===== src/rtl/inq_pkg.sv =====
package inq_pkg;

    localparam logic [1:0] STRAP_LOW  = 2'b00;
    localparam logic [1:0] STRAP_HIGH = 2'b01;

    // map a strap code to its level (0 low, 1 high, 2 float)
    function automatic int unsigned strap_level(input logic [1:0] code);
        if (code == STRAP_LOW)  return 0;
        if (code == STRAP_HIGH) return 1;
        return 2;
    endfunction

    function automatic int unsigned strap_index(input logic [1:0] a, input logic [1:0] b);
        return 3 * strap_level(a) + strap_level(b);
    endfunction

    // tick length for a strap index; 0 selects bypass
    function automatic int unsigned strap_ticks(input int unsigned idx, input int unsigned base);
        if (idx == 0) return 0;
        return base << (idx - 1);
    endfunction

endpackage


===== src/rtl/inq_cfg_arbiter.sv =====
module inq_cfg_arbiter
    import inq_pkg::*;
#(
    parameter int unsigned NCH       = 8,
    parameter int unsigned REGW      = 4,
    parameter int unsigned CNT_W     = 8,
    parameter int unsigned REG_SCALE = 1,
    parameter int unsigned PIN_BASE  = 1
) (
    input  logic [NCH*REGW-1:0]  reg_cfg,
    input  logic [1:0]           strap_a,
    input  logic [1:0]           strap_b,
    output logic                 src_reg,
    output logic [NCH*CNT_W-1:0] lim_flat
);
    logic [CNT_W-1:0] strap_lim;

    always_comb begin
        src_reg   = |reg_cfg;
        strap_lim = CNT_W'(strap_ticks(strap_index(strap_a, strap_b), PIN_BASE));
    end

    for (genvar i = 0; i < NCH; i++) begin : g_lim
        logic [REGW-1:0]  field;
        logic [CNT_W-1:0] reg_lim;
        always_comb begin
            field   = reg_cfg[REGW*i +: REGW];
            reg_lim = CNT_W'(REG_SCALE) * CNT_W'(field);
            lim_flat[CNT_W*i +: CNT_W] = src_reg ? reg_lim : strap_lim;
        end
    end
endmodule


===== src/rtl/inq_debounce_cell.sv =====
module inq_debounce_cell #(
    parameter int unsigned CNT_W = 8
) (
    input  logic             clk,
    input  logic             rst_n,
    input  logic             tick,
    input  logic             din,
    input  logic             src_i,
    input  logic [CNT_W-1:0] lim_i,
    output logic             dout
);
    typedef struct packed {
        logic             out;
        logic [CNT_W-1:0] cnt;
        logic [CNT_W-1:0] lim;
        logic             src;
    } cell_st_t;

    cell_st_t st_d, st_q;
    logic     restart;
    logic [CNT_W:0] cnt_inc;

    always_comb begin
        st_d    = st_q;
        restart = (lim_i != st_q.lim) || (src_i != st_q.src);
        cnt_inc = {1'b0, st_q.cnt} + 1'b1;
        if (restart) begin
            st_d.lim = lim_i;
            st_d.src = src_i;
            st_d.cnt = '0;
            if (lim_i == '0) st_d.out = din;
        end else if (lim_i == '0) begin
            st_d.out = din;
            st_d.cnt = '0;
        end else if (din == st_q.out) begin
            st_d.cnt = '0;
        end else if (tick) begin
            if (cnt_inc >= {1'b0, lim_i}) begin
                st_d.out = din;
                st_d.cnt = '0;
            end else begin
                st_d.cnt = cnt_inc[CNT_W-1:0];
            end
        end
    end

    always_ff @(posedge clk) begin
        if (!rst_n) st_q <= '0;
        else        st_q <= st_d;
    end

    assign dout = st_q.out;


    hold_without_tick_chk: assert property (@(posedge clk) disable iff (!rst_n)
        (!restart && lim_i != '0 && !tick) |=> $stable(st_q.out));


    reversal_clears_chk: assert property (@(posedge clk) disable iff (!rst_n)
        (!restart && lim_i != '0 && din == st_q.out) |=> (st_q.cnt == '0));


    restart_holds_chk: assert property (@(posedge clk) disable iff (!rst_n)
        (restart && lim_i != '0) |=> ($stable(st_q.out) && st_q.cnt == '0));


    cnt_bound_chk: assert property (@(posedge clk) disable iff (!rst_n)
        (st_q.lim != '0) |-> (st_q.cnt < st_q.lim));
endmodule


===== src/rtl/inq_fault_qual.sv =====
module inq_fault_qual #(
    parameter int unsigned WB_COUNT = 30
) (
    input  logic clk,
    input  logic rst_n,
    input  logic ms_tick,
    input  logic din,
    output logic flag
);
    localparam int unsigned QW = $clog2(WB_COUNT + 1);

    typedef struct packed {
        logic          flag;
        logic [QW-1:0] cnt;
    } qual_st_t;

    qual_st_t st_d, st_q;
    logic [QW:0] cnt_inc;

    always_comb begin
        st_d    = st_q;
        cnt_inc = {1'b0, st_q.cnt} + 1'b1;
        if (!din) begin
            st_d.flag = 1'b0;
            st_d.cnt  = '0;
        end else if (!st_q.flag && ms_tick) begin
            if (cnt_inc >= (QW+1)'(WB_COUNT)) begin
                st_d.flag = 1'b1;
                st_d.cnt  = '0;
            end else begin
                st_d.cnt = cnt_inc[QW-1:0];
            end
        end
    end

    always_ff @(posedge clk) begin
        if (!rst_n) st_q <= '0;
        else        st_q <= st_d;
    end

    assign flag = st_q.flag;


    clear_follows_chk: assert property (@(posedge clk) disable iff (!rst_n)
        !din |=> !st_q.flag);


    rise_on_ms_chk: assert property (@(posedge clk) disable iff (!rst_n)
        $rose(st_q.flag) |-> ($past(ms_tick) && $past(din)));
endmodule


===== src/rtl/input_qual_bank.sv =====
module input_qual_bank
    import inq_pkg::*;
#(
    parameter int unsigned NCH       = 8,
    parameter int unsigned REGW      = 4,
    parameter int unsigned CNT_W     = 8,
    parameter int unsigned REG_SCALE = 1,
    parameter int unsigned PIN_BASE  = 1,
    parameter int unsigned WB_COUNT  = 30
) (
    input  logic                clk,
    input  logic                rst_n,
    input  logic                tick,
    input  logic                ms_tick,
    input  logic [NCH-1:0]      ch_in,
    input  logic [NCH-1:0]      wb_in,
    input  logic [NCH*REGW-1:0] reg_cfg,
    input  logic [1:0]          strap_a,
    input  logic [1:0]          strap_b,
    output logic [NCH-1:0]      ch_out,
    output logic [NCH-1:0]      wb_fault
);
    logic                 src_reg;
    logic [NCH*CNT_W-1:0] lim_flat;
    logic [NCH-1:0]       wb_deb;

    inq_cfg_arbiter #(
        .NCH(NCH), .REGW(REGW), .CNT_W(CNT_W),
        .REG_SCALE(REG_SCALE), .PIN_BASE(PIN_BASE)
    ) arb_i (
        .reg_cfg (reg_cfg),
        .strap_a (strap_a),
        .strap_b (strap_b),
        .src_reg (src_reg),
        .lim_flat(lim_flat)
    );

    for (genvar i = 0; i < NCH; i++) begin : g_ch
        inq_debounce_cell #(.CNT_W(CNT_W)) data_i (
            .clk(clk), .rst_n(rst_n), .tick(tick), .din(ch_in[i]),
            .src_i(src_reg), .lim_i(lim_flat[CNT_W*i +: CNT_W]), .dout(ch_out[i])
        );
        inq_debounce_cell #(.CNT_W(CNT_W)) brk_i (
            .clk(clk), .rst_n(rst_n), .tick(tick), .din(wb_in[i]),
            .src_i(src_reg), .lim_i(lim_flat[CNT_W*i +: CNT_W]), .dout(wb_deb[i])
        );
        inq_fault_qual #(.WB_COUNT(WB_COUNT)) qual_i (
            .clk(clk), .rst_n(rst_n), .ms_tick(ms_tick),
            .din(wb_deb[i]), .flag(wb_fault[i])
        );
    end


    straps_ignored_chk: assert property (@(posedge clk) disable iff (!rst_n)
        (src_reg && $stable(reg_cfg)) |-> $stable(lim_flat));


    reset_clear_chk: assert property (@(posedge clk)
        !rst_n |=> (ch_out == '0 && wb_fault == '0));
endmodule


===== config.mk =====
export PLATFORM = sky130hd
export DESIGN_NAME = input_qual_bank
export DESIGN_NICKNAME = d
export VERILOG_FILES = /design/src/rtl/inq_pkg.sv /design/src/rtl/inq_cfg_arbiter.sv /design/src/rtl/inq_debounce_cell.sv /design/src/rtl/inq_fault_qual.sv /design/src/rtl/input_qual_bank.sv
export SDC_FILE = /design/constraint.sdc
export NUM_CORES = 1
export LEC_CHECK = 0
export BUFFER_PORTS_ARGS = -buffer_cell sky130_fd_sc_hd__buf_2
export CORE_UTILIZATION = 55
export CTS_BUF_LIST = sky130_fd_sc_hd__clkbuf_16
export DETAILED_ROUTE_END_ITERATION = 12
export PLACE_DENSITY = 0.74
export RECOVER_POWER = 25
export SLEW_MARGIN = 25
export SYNTH_ARGS = -nofsm -noshare
export SYNTH_HDL_FRONTEND = slang
export SYNTH_SLANG_ARGS = --single-unit

===== constraint.sdc =====
create_clock -name clk -period 13.75 [get_ports clk]
set_input_delay 0.6875 -clock clk [delete_from_list [all_inputs] [get_ports clk]]
set_output_delay 0.6875 -clock clk [all_outputs]
set_load 0.05 [all_outputs]

==> metrics.yaml <==
outcome:
  status: "complete, but fails checks"
  failed_checks: "max-capacitance violations, max-slew violations"
final_layout:
  final_layout_size_suffix_gt1_share_pct: 8.698
  fillers: 2903
  area_growth_pct: 9.683
  multiInputGateArea_mm2: 0.01181
  register_area_mm2: 0.006726
  nets: 2526
worst_setup_path:
  arrival_ns: 7.61
  rr_startpoint: "g_ch[4].brk_i.st_q[9]"
  required_ns: 14.19
  crit_fanout: 30
  crit_path_start_kind: "primary input"
  cp-end-kind: "register"
  r2r_setup_slack_ns: 10.28
  crit_type: "in -> reg"
  cp-startpoint: "strap_a[1]"
min_path:
  min_path_type: "in -> reg"
  hp-start: "wb_in[5]"
clock_tree:
  postCtsResizedCells: 0
  clock-sinks: 336
  cts_buffer_depth: 3
  clk_latency_ns: 0.52
  post_cts_buffers: 0
  clockRootBuffer: "clkbuf_16"
  cts_tree: "yes"
  ctsHtreeMaxLevel: 2
  clkTransAtPathRegs_ns: 0.06
  numCtsBuffers: 38
  cts_hold_buf: 0
timing:
  max_freq_mhz: 139.5
  relSlewSlack_pct: -3.927
  hold_viol: 0
  finalSetupTns_ns: 0
  post-route-min-period_ns: 7.168
  skew_ns: 0.01084
  worstMarginPinSlew_ns: 1.559
  rsz0062_at_grt: "false"
  post-route-period-util_pct: 52.13
  setup_viol: 0
  drv_slew: 31
job:
  cap_violations: 1
detailed_routing:
  wl_um: 46500
  wl_per_cell_um: 16.71
  drt-pass1-iter-count: 7
  via_per_inst: 5.901
  ant_nets: 0
  m1WireLength_um: 20270
  met2_length_um: 21460
  routed.top_layer: "met4"
  drt_iter0_drc: 1119
  wl_met3_um: 3073
  num_vias: 16423
  drc: 0
grt:
  grt-ovfl-total: 0
  grt_pass1_vias: 15589
  grt_pass1_wl_um: 76250
  antenna_found_initial: 2
  track_usage_pct: 25.91
  grt_max_degree: 87
synthesis:
  ys_seq_area_share_pct: 35.13
  netlist_instances: 2283
  ys.warnings.count: 0
  yosysTopAreaCellShare_pct: 35.13
  synth_edf_count: 0
  syn_nets: 2504
  synth_cell_type_count: 73
  post_synth.cell_area_avg_um2: 8.388
  async_flop_share_pct: 0
  synth-seq-cells: 336
  yosysTopAreaCell: "dfxtp_1"
  syn-cell-area_mm2: 0.01915
  synthFlopType: "dfxtp_1"
  synth_area_leaders: "dfxtp_1, ha_1, a21oi_1"
power:
  peakVddDrop_mv: 0.1078
  p_total_mw: 2.258
  powerDensity_mw_per_mm2: 107.5
  leakage_nw: 8.408
floorplan:
  die_x_um: 188.6
  die_h_um: 188.6
  std_cell_rows: 67
  coreArea_mm2: 0.03387
  start_util_pct: 56.54
  io_pins: 72
  die_area_mm2: 0.03557
placement:
  routabilityCongestion: 0.8504
  dpl.hpwl_um: 31810
  port_buffers: 71
-- worst max-delay path, cell delays in order --
cell and delay [ns]:
clkbuf_1 0.26, nor2b_1 0.10, ha_1 0.23, inv_1 0.07, fa_1 0.45, ha_1 0.24, nor2b_1 0.15, ha_1 0.29
inv_1 0.06, a311oi_4 0.19, clkbuf_1 1.15, nand2_2 0.65, nor3_1 0.57, buf_4 0.27, or2_2 0.19, ha_1 0.23
nand2b_1 0.15, a21o_1 0.18, a21o_1 0.16, a21oi_1 0.14, o21ai_0 0.10, a21oi_1 0.58, and2_1 0.27, nand3b_1 0.09
a21oi_1 0.14
-- kinds of logic (layout without fill, tap and decap cells) --
group                    after synthesis  count (layout)  synth area share (%)
adder cells (fa/ha/maj)              165             165                 10.82
other                                  1               2               0.01958
multiplexers                          10              10                0.5293
XOR/XNOR                             241             241                 11.11
buffers and inverters                135             186                 3.273
flip-flops                           336             336                 35.13
AND/OR/NAND/NOR                      930             930                 24.76
AO/OA/AOI/OAI                        465             465                 14.37
-- cell type report --
cell class	instances	area share (%)
multi-input cells	1812	56.21
flip-flops and latches	336	32.02
clock buffers	41	4.885
well taps	448	2.669
repair buffers	87	2.133
clock inverters	28	1.507
inverters	30	0.5600
diodes	1	0.01191
-- worst paths after layout --
path,end,cells past startpoint
max,g_ch[3].data_i.st_q[11],25
min,g_ch[5].brk_i.dout,3
max reg2reg,g_ch[4].brk_i.st_q[11],11
min reg2reg,g_ch[2].qual_i.st_q[4],2
-- cells in the final DEF (no fill, tap or decap), types with 51 or more instances in the layout --
cell | synthesis | routed
dfxtp_1 | 336 | 336
a21oi_1 | 248 | 248
nor2_1 | 247 | 247
nand3_1 | 176 | 175
nand2_1 | 173 | 173
ha_1 | 164 | 164
xnor2_1 | 136 | 136
xor2_1 | 104 | 104
o21ai_0 | 71 | 71
buf_2 | 15 | 52
and3_1 | 51 | 51
-- synthesized netlist by cell type (all sizes together), types with 51 or more instances --
cell type / count
a21oi: 255
and3: 51
clkbuf: 61
dfxtp: 336
ha: 164
nand2: 174
nand3: 178
nor2: 247
o21ai: 71
xnor2: 136
xor2: 104
-- report_power, final --
| part | switching (mW) | total [mW] | leakage, nW | internal (mW) |
|---|---|---|---|---|
| combinational | 0.113 | 0.174 | 5.03 | 0.0606 |
| sequential | 0.0119 | 1.00 | 2.73 | 0.990 |
| clock | 0.414 | 1.08 | 0.652 | 0.669 |
-- metrics by stage --
step	util, %	hold slack [ns]	setup WS, ns	area, um2	instances
after global placement	58.19	0.4603	7.357	19710	2713
after detailed placement	58.19	0.4674	7.113	19710	2713
after CTS	62.16	0.4197	7.582	21050	2782
final	62.02	0.4300	6.582	21000	2783
after global routing	62.01	0.4378	6.083	21000	2782
after floorplan	-	0.4510	7.916	19150	2283
-- layer usage --
| metal | vias to the layer above | track usage (%) |
|---|---|---|
| li1 | 8098 | - |
| met1 | 7750 | 33.22 |
| met2 | 460 | 43.24 |
| met3 | 115 | 4.377 |
| met4 | 0 | 10.20 |
| met5 | - | 0 |
-- flip-flops by register name, summed over array words and instances, names as in the netlist --
| signal | flops |
|---|---|
| g_ch.qual_i.st_q | 40 |
| g_ch.brk_i.st_q | 136 |
| g_ch.data_i.st_q | 136 |
| g_ch.brk_i.dout | 8 |
| g_ch.data_i.dout | 8 |
| g_ch.qual_i.flag | 8 |
No activity file was read; power rests on OpenSTA's default activity.
